--- src/rtl/ring_player_pkg.sv ---
package ring_player_pkg;

  typedef enum logic {
    PL_IDLE = 1'b0,
    PL_RUN  = 1'b1
  } play_state_e;

endpackage

--- src/rtl/ring_store.sv ---
module ring_store #(
  parameter int PIN_W = 12,
  parameter int DLY_W = 8,
  parameter int IDX_W = 6
) (
  input  logic             clk,
  input  logic             rst_n,
  input  logic             wr_valid,
  output logic             wr_ready,
  input  logic [PIN_W-1:0] wr_pins,
  input  logic [DLY_W-1:0] wr_dly,
  output logic [IDX_W-1:0] wr_slot,
  output logic [IDX_W:0]   fill,
  input  logic             rd_en,
  output logic             empty,
  output logic [PIN_W-1:0] rd_pins,
  output logic [DLY_W-1:0] rd_dly
);

  localparam int DEPTH = 1 << IDX_W;
  localparam logic [IDX_W:0] FULL_LVL = (IDX_W+1)'(DEPTH);

  logic [PIN_W-1:0] pin_mem [DEPTH];
  logic [DLY_W-1:0] dly_mem [DEPTH];
  logic [IDX_W:0]   wptr, rptr;
  logic             wr_fire;

  assign fill     = wptr - rptr;
  assign wr_ready = (fill != FULL_LVL);
  assign empty    = (fill == '0);
  assign wr_fire  = wr_valid && wr_ready;
  assign wr_slot  = wptr[IDX_W-1:0];
  assign rd_pins  = pin_mem[rptr[IDX_W-1:0]];
  assign rd_dly   = dly_mem[rptr[IDX_W-1:0]];

  // pointer lower bits index the ring; the extra bit tells full from empty
  always_ff @(posedge clk) begin
    if (!rst_n) begin
      wptr <= '0;
      rptr <= '0;
    end else begin
      if (wr_fire) wptr <= wptr + 1'b1;
      if (rd_en)   rptr <= rptr + 1'b1;
    end
  end

  always_ff @(posedge clk) begin
    if (wr_fire) begin
      pin_mem[wptr[IDX_W-1:0]] <= wr_pins;
      dly_mem[wptr[IDX_W-1:0]] <= wr_dly;
    end
  end

  assert_fill_bound_R3: assert property (@(posedge clk) disable iff (!rst_n)
    fill <= FULL_LVL)
    else $error("fill beyond ring depth");

  assert_full_holds_R3: assert property (@(posedge clk) disable iff (!rst_n)
    (fill == FULL_LVL && !rd_en) |=> (fill == FULL_LVL && $stable(wr_slot)))
    else $error("full ring changed without a read");

  assert_write_grows_R2: assert property (@(posedge clk) disable iff (!rst_n)
    (wr_valid && wr_ready && !rd_en) |=> (fill == $past(fill) + 1'b1))
    else $error("accepted write did not raise fill");

  assert_read_shrinks_R7: assert property (@(posedge clk) disable iff (!rst_n)
    (rd_en && !(wr_valid && wr_ready)) |=> (fill == $past(fill) - 1'b1))
    else $error("applied entry did not lower fill");

  assert_no_read_empty_R9: assert property (@(posedge clk) disable iff (!rst_n)
    empty |-> !rd_en)
    else $error("read from empty ring");

endmodule

--- src/rtl/slot_timer.sv ---
module slot_timer #(
  parameter int DLY_W    = 8,
  parameter int SLOT_CYC = 20
) (
  input  logic             clk,
  input  logic             rst_n,
  input  logic             load,
  input  logic [DLY_W-1:0] dly,
  output logic             expired
);

  localparam int MAX_CYC = SLOT_CYC * ((1 << DLY_W) - 1);
  localparam int CNT_W   = $clog2(MAX_CYC + 1);

  logic [CNT_W-1:0] cnt;
  logic [CNT_W-1:0] slots;
  logic [CNT_W-1:0] load_val;

  // a zero delay field still spends one full slot
  always_comb begin
    slots    = (dly == '0) ? CNT_W'(1) : CNT_W'(dly);
    load_val = slots * CNT_W'(SLOT_CYC) - CNT_W'(1);
  end

  always_ff @(posedge clk) begin
    if (!rst_n)           cnt <= '0;
    else if (load)        cnt <= load_val;
    else if (cnt != '0)   cnt <= cnt - 1'b1;
  end

  assign expired = (cnt == '0);

  assert_count_down_R5: assert property (@(posedge clk) disable iff (!rst_n)
    (!load && cnt != '0) |=> (cnt == $past(cnt) - 1'b1))
    else $error("timer skipped a cycle");

endmodule

--- src/rtl/player_seq.sv ---
module player_seq
  import ring_player_pkg::*;
#(
  parameter int PIN_W    = 12,
  parameter int SLOT_CYC = 20
) (
  input  logic             clk,
  input  logic             rst_n,
  input  logic             start,
  input  logic             expired,
  input  logic             empty,
  input  logic [PIN_W-1:0] rd_pins,
  output logic             rd_en,
  output logic [PIN_W-1:0] pins,
  output logic             underrun
);

  localparam int GAP_W = $clog2(SLOT_CYC + 1);
  localparam logic [GAP_W-1:0] GAP_MAX = GAP_W'(SLOT_CYC);

  play_state_e st;
  logic        due;

  assign due   = (st == PL_RUN) && expired;
  assign rd_en = due && !empty;

  always_ff @(posedge clk) begin
    if (!rst_n) begin
      st       <= PL_IDLE;
      pins     <= '0;
      underrun <= 1'b0;
    end else begin
      case (st)
        PL_IDLE: if (start) begin
          st       <= PL_RUN;
          underrun <= 1'b0;
        end
        default: if (due) begin
          if (!empty) begin
            pins <= rd_pins;
          end else begin
            underrun <= 1'b1;
            st       <= PL_IDLE;
          end
        end
      endcase
    end
  end

  // spacing checker: cycles since the previous applied entry
  logic [GAP_W-1:0] gap;
  logic             have_prev;

  always_ff @(posedge clk) begin
    if (!rst_n) begin
      gap       <= '0;
      have_prev <= 1'b0;
    end else if (rd_en) begin
      gap       <= '0;
      have_prev <= 1'b1;
    end else begin
      if (st == PL_IDLE) have_prev <= 1'b0;
      if (gap != GAP_MAX) gap <= gap + 1'b1;
    end
  end

  assert_min_spacing_R6: assert property (@(posedge clk) disable iff (!rst_n)
    (rd_en && have_prev) |-> (gap >= GAP_MAX - 1'b1))
    else $error("pin updates closer than one slot");

  assert_pins_on_event_R5: assert property (@(posedge clk) disable iff (!rst_n)
    !rd_en |=> $stable(pins))
    else $error("pins changed outside an event");

  assert_underrun_sticky_R9: assert property (@(posedge clk) disable iff (!rst_n)
    (underrun && !start) |=> underrun)
    else $error("underrun cleared without start");

  assert_stop_on_underrun_R9: assert property (@(posedge clk) disable iff (!rst_n)
    $rose(underrun) |-> (st == PL_IDLE))
    else $error("player kept running after underrun");

endmodule

--- src/rtl/pattern_ring_player.sv ---
module pattern_ring_player #(
  parameter int PIN_W    = 12,
  parameter int DLY_W    = 8,
  parameter int IDX_W    = 6,
  parameter int SLOT_CYC = 20
) (
  input  logic             clk,
  input  logic             rst_n,
  input  logic             wr_valid,
  output logic             wr_ready,
  input  logic [PIN_W-1:0] wr_pins,
  input  logic [DLY_W-1:0] wr_delay,
  output logic [IDX_W-1:0] wr_slot,
  output logic [IDX_W:0]   fill,
  input  logic             start,
  output logic             underrun,
  output logic [PIN_W-1:0] pins
);

  logic             rd_en;
  logic             empty;
  logic             expired;
  logic [PIN_W-1:0] rd_pins;
  logic [DLY_W-1:0] rd_dly;

  ring_store #(
    .PIN_W(PIN_W),
    .DLY_W(DLY_W),
    .IDX_W(IDX_W)
  ) u_store (
    .clk     (clk),
    .rst_n   (rst_n),
    .wr_valid(wr_valid),
    .wr_ready(wr_ready),
    .wr_pins (wr_pins),
    .wr_dly  (wr_delay),
    .wr_slot (wr_slot),
    .fill    (fill),
    .rd_en   (rd_en),
    .empty   (empty),
    .rd_pins (rd_pins),
    .rd_dly  (rd_dly)
  );

  slot_timer #(
    .DLY_W   (DLY_W),
    .SLOT_CYC(SLOT_CYC)
  ) u_timer (
    .clk    (clk),
    .rst_n  (rst_n),
    .load   (rd_en),
    .dly    (rd_dly),
    .expired(expired)
  );

  player_seq #(
    .PIN_W   (PIN_W),
    .SLOT_CYC(SLOT_CYC)
  ) u_seq (
    .clk     (clk),
    .rst_n   (rst_n),
    .start   (start),
    .expired (expired),
    .empty   (empty),
    .rd_pins (rd_pins),
    .rd_en   (rd_en),
    .pins    (pins),
    .underrun(underrun)
  );

endmodule

--- config.mk ---
export PLATFORM = sky130hd
export DESIGN_NAME = pattern_ring_player
export DESIGN_NICKNAME = d
export VERILOG_FILES = /design/src/rtl/ring_player_pkg.sv /design/src/rtl/ring_store.sv /design/src/rtl/slot_timer.sv /design/src/rtl/player_seq.sv /design/src/rtl/pattern_ring_player.sv
export SDC_FILE = /design/constraint.sdc
export NUM_CORES = 1
export LEC_CHECK = 0
export BUFFER_PORTS_ARGS = -buffer_cell sky130_fd_sc_hd__buf_2
export CAP_MARGIN = 20
export CORE_ASPECT_RATIO = 1.4
export CORE_MARGIN = 2
export CORE_UTILIZATION = 53
export CTS_CLUSTER_DIAMETER = 200
export DETAILED_ROUTE_END_ITERATION = 8
export GPL_TIMING_DRIVEN = 0
export PLACE_DENSITY = 0.71
export SLEW_MARGIN = 20
export SYNTH_ARGS = -nofsm -noshare
export SYNTH_HDL_FRONTEND = slang
export SYNTH_SLANG_ARGS = --single-unit
--- constraint.sdc ---
create_clock -name clk -period 4.39 [get_ports clk]
set_clock_uncertainty 0.05 [all_clocks]
set_input_delay 0.6585 -clock clk [delete_from_list [all_inputs] [get_ports clk]]
set_output_delay 0.6585 -clock clk [all_outputs]
set_load 0.03 [all_outputs]
==> results.tsv <==
metric	value	unit
status	finished, violations left	
violated checks	setup timing	
worst r2r path cells	20	
portion of total power attributed to combinational logic	0.089	
Overflow after GRT	0	
switching share of total power	0.2245	
pin count of the biggest net entering global routing	65	
Starting DRT DRC Count	3770	
Critical Path Source Type	flip-flop	
CP max stage cell	sky130_fd_sc_hd__or4_4	
Seq cells post-synth	1327	
number of failing setup endpoints in the final timing report	6	
placeable core area	96620	µm²
number of DRC violations after detailed routing	0	
proportion of synthesized flip-flops having asynchronous set or reset	0	
area fraction of the dominant cell type after synthesis	0.7460	
first-pass GRT wire length	201300	µm
static leakage	18.66	nW
hold path cells	3	
crit path max fanout	7	
worst relative slew slack	0.2080	
clock tree from TritonCTS	yes	
number of distinct library cell variants in the gate-level netlist after synthesis	64	
number of antenna violations at the first check in global routing	3	
CTS H-Tree Depth	3	
total routing resource utilization after global routing	0.2941	
worst vdd rail ir drop	0.0003832	V
dominant register cell in the synthesized netlist	sky130_fd_sc_hd__edfxtp_1	
Clock Pin Slew Worst Setup and Hold Paths	60	ps
vertical die dimension	372.9	µm
clk_lat worst skew	730	ps
end of the worst register-to-register path	u_timer.cnt[10]	
count of mapped cells out of synthesis	2293	
Period Utilization, post-route	1.111	
Area growth, synth to finish	18.17	%
cell area power density	432.6	nW/µm²
cells taking the most area after synthesis	sky130_fd_sc_hd__edfxtp_1 (75%), sky130_fd_sc_hd__mux4_2 (16%), sky130_fd_sc_hd__dfxtp_1 (1.8%)	
Pint	20.43	mW
final max-slew violation count	0	
Final min period	4879	ps
fraction of the mapped netlist area in adder cells	0.005634	
Switching Power	5.915	mW
ANT nets after route	0	
instance count after placement with tap cells included	3697	
count of boundary I/O pins	51	
combinational family with the most area after synthesis	multiplexers	
Hold Crit Class	in2reg	
part of the Yosys area used for sequential elements	0.7642	
Row Count	135	
routed wire length	145400	µm
fraction of final layout cells sized beyond drive strength 1	0.3656	
share of power burned in registers	0.533	
Worst Tran Pin Value	1184	ps
worst hold slack after final layout	170.3	ps
total standard cell area after synthesis	51530	µm²
list of cells traversed by the critical path	buf_12, buf_12, buf_6, mux4_2, a22oi_2, a21oi_4, or4_4, or3_4, nand2b_4, nand2b_4, ha_4, ha_4, fa_2, nor4_4, nand2_2, buf_4, nor2_1, nand2_1, xor2_1, a211oi_1	
length of the first detailed-routing pass in iterations	5	
number of I/O port buffers	50	
number of sinks on the clock net	1327	
final hold violation count	0	
hold path startpoint	start	
Worst Path Required	4980	ps
timing-limited maximum frequency	205.0	MHz
routed vias	26700	
Finished Layout Cells	4009	
Worst Hold Path EP	u_seq.st	
Clk pwr share	0.378	
placed wire-length estimate	92380	µm
CTS Buffer Depth	3	
starting density of the core	0.5333	
area fraction in compound gates after synthesis	0.01797	
NumNets Final	2660	
mux contribution to synthesized area	0.1696	
Final Wtd Congestion	0.9353	
synthesized net count	2339	
Layout fillers	6312	
post-synthesis average cell area	22.47	µm²
CTS root buffer	sky130_fd_sc_hd__clkbuf_16	
CP peak stage delay	600	ps
Crit Path Class	reg2reg	
EDFF count, synth	1280	
xor/xnor cell area share of the yosys netlist	0.005949	
Total Die Area	99770	µm²
total clock buffers created by CTS	114	
simple-gate portion of the synthesized area	0.02188	
Routed wire per std cell	36.26	µm
signal arrival time at the worst endpoint	5460	ps
yosys synthesis warning count	0	
number of global-route vias before repair	27040	
cell type contributing the most total cell area after synthesis	sky130_fd_sc_hd__edfxtp_1	
final worst-path setup slack	-489.1	ps
element type at the critical path end	flip-flop	
setup repair after global routing missed its margin	yes	
Avg Vias per Cell	6.659	
Die W	267.5	µm
register-to-register path setup slack	-490	ps
maximum capacitance violations	0	
## registers in the layout, summed over array words and instances, names as in the netlist, named ones only
signal,flops
u_store.dly_mem,512
u_store.rptr,7
u_timer.cnt,13
u_store.pin_mem,768
u_store.wptr,7
u_seq.pins,12
u_seq.underrun,1
u_seq.st,1
## cell usage in the layout, fill, tap and decap left out, types with 17 or more instances in the layout
master,instances
sky130_fd_sc_hd__buf_12,31
sky130_fd_sc_hd__nand2_1,43
sky130_fd_sc_hd__ha_1,17
sky130_fd_sc_hd__dfxtp_1,42
sky130_fd_sc_hd__buf_16,54
sky130_fd_sc_hd__clkbuf_1,67
sky130_fd_sc_hd__mux4_2,377
sky130_fd_sc_hd__a21oi_2,19
sky130_fd_sc_hd__inv_1,20
sky130_fd_sc_hd__a21oi_1,23
sky130_fd_sc_hd__nor2_4,71
sky130_fd_sc_hd__a22oi_1,23
sky130_fd_sc_hd__buf_4,95
sky130_fd_sc_hd__clkinv_1,22
sky130_fd_sc_hd__a22oi_2,26
sky130_fd_sc_hd__edfxtp_1,1280
sky130_fd_sc_hd__clkbuf_2,17
sky130_fd_sc_hd__xnor2_1,18
sky130_fd_sc_hd__buf_2,46
sky130_fd_sc_hd__nor2_1,29
sky130_fd_sc_hd__clkbuf_16,116
## power by group through the flow
stage / clock network [mW] / logic [mW] / registers, mW
3_3_place_gp: 0 / 1.94 / 14.3
6_report: 9.95 / 2.35 / 14.0
3_5_place_dp: 0 / 2.04 / 14.3
2_1_floorplan: 0 / 1.28 / 14.3
4_1_cts: 10.0 / 2.25 / 14.0
5_1_grt: 10.5 / 2.47 / 14.0
## layout make-up
| cell class | instances | area (µm²) | share of cell area |
|---|---|---|---|
| flip-flops and latches | 1327 | 39380 | 0.6468 |
| multi-input cells | 829 | 12460 | 0.2046 |
| clock buffers | 149 | 3057 | 0.05020 |
| repair buffers | 196 | 2694 | 0.04424 |
| well taps | 1301 | 1628 | 0.02673 |
| plain buffers | 122 | 1010 | 0.01658 |
| clock inverters | 58 | 558.0 | 0.009165 |
| inverters | 24 | 90.09 | 0.001480 |
| diodes | 3 | 7.507 | 0.0001233 |
## cells by family (layout without fill, tap and decap cells)
group                    count (synthesis)  in the layout
flip-flops                            1327           1327
multiplexers                           390            390
AND/OR/NAND/NOR                        229            242
buffers and inverters                  150            549
AO/OA/AOI/OAI                          140            140
XOR/XNOR                                35             35
adder cells (fa/ha/maj)                 22             22
other                                    0              3
## Yosys cell counts (6+ instances only)
library cell,instances
sky130_fd_sc_hd__a211oi_1,9
sky130_fd_sc_hd__a21oi_1,48
sky130_fd_sc_hd__a22oi_1,49
sky130_fd_sc_hd__buf_1,31
sky130_fd_sc_hd__buf_2,12
sky130_fd_sc_hd__buf_4,6
sky130_fd_sc_hd__buf_6,12
sky130_fd_sc_hd__clkbuf_1,60
sky130_fd_sc_hd__dfxtp_1,47
sky130_fd_sc_hd__edfxtp_1,1280
sky130_fd_sc_hd__ha_1,20
sky130_fd_sc_hd__inv_1,21
sky130_fd_sc_hd__mux4_1,10
sky130_fd_sc_hd__mux4_2,373
sky130_fd_sc_hd__nand2_1,46
sky130_fd_sc_hd__nand2b_1,8
sky130_fd_sc_hd__nand3_1,9
sky130_fd_sc_hd__nand4_1,14
sky130_fd_sc_hd__nor2_1,98
sky130_fd_sc_hd__nor2b_1,6
sky130_fd_sc_hd__nor3_1,8
sky130_fd_sc_hd__nor4_1,6
sky130_fd_sc_hd__o21ai_0,6
sky130_fd_sc_hd__or4_1,7
sky130_fd_sc_hd__xnor2_1,19
sky130_fd_sc_hd__xor2_1,16
## how the worst max path moves through the flow
stage               from               to  slack (ps)  cells past startpoint
4_1_cts        flip-flop  u_timer.cnt[11]        -600                     20
6_report       flip-flop  u_timer.cnt[10]        -490                     20
3_5_place_dp   flip-flop  u_timer.cnt[11]       -2560                     21
5_1_grt        flip-flop  u_timer.cnt[11]        -660                     21
2_1_floorplan  flip-flop  u_timer.cnt[11]         -80                     21
3_3_place_gp   flip-flop  u_timer.cnt[12]       -2410                     20
## metal layers
metal  GRT usage  share of wire  up-vias
met1      0.3467           0.32    13910
met3     0.06248          0.096      495
met5           0       0.000076        -
met2      0.4895           0.51     1927
met4      0.1906          0.077        2
li1            -              -    10370
## worst max-delay path: cells and delay by family (launching register included)
kind / cells / cell delay (ps)
flip-flops: 1 / 350
AO/OA/AOI/OAI: 3 / 560
XOR/XNOR: 1 / 160
buffers and inverters: 4 / 580
AND/OR/NAND/NOR: 8 / 1830
adder cells (fa/ha/maj): 3 / 720
multiplexers: 1 / 530
## through the flow
step                setup slack [ps]  cell area (µm²)  setup TNS (ps)    util  total power [mW]
detailed placement             -2558            55460        -1817910  0.5740             16.35
CTS                           -595.5            60410           -2811  0.6253             26.31
global route                  -659.2            60880           -3189  0.6301             26.97
global placement               -2409            53690        -2073090  0.5557             16.25
floorplan                     -84.10            51810          -84.10       -             15.59
finish                        -489.1            60890           -2128  0.6302             26.34
## timing repair
action	CTS	global route
hold buffers	0	0
endpoints found under the hold margin	0	0
setup endpoints to repair	1314	958
gates resized for setup	148	64
buffers inserted	71	18
pin swaps	52	34
gates cloned	15	1
Power figures use the tool's default switching activity.
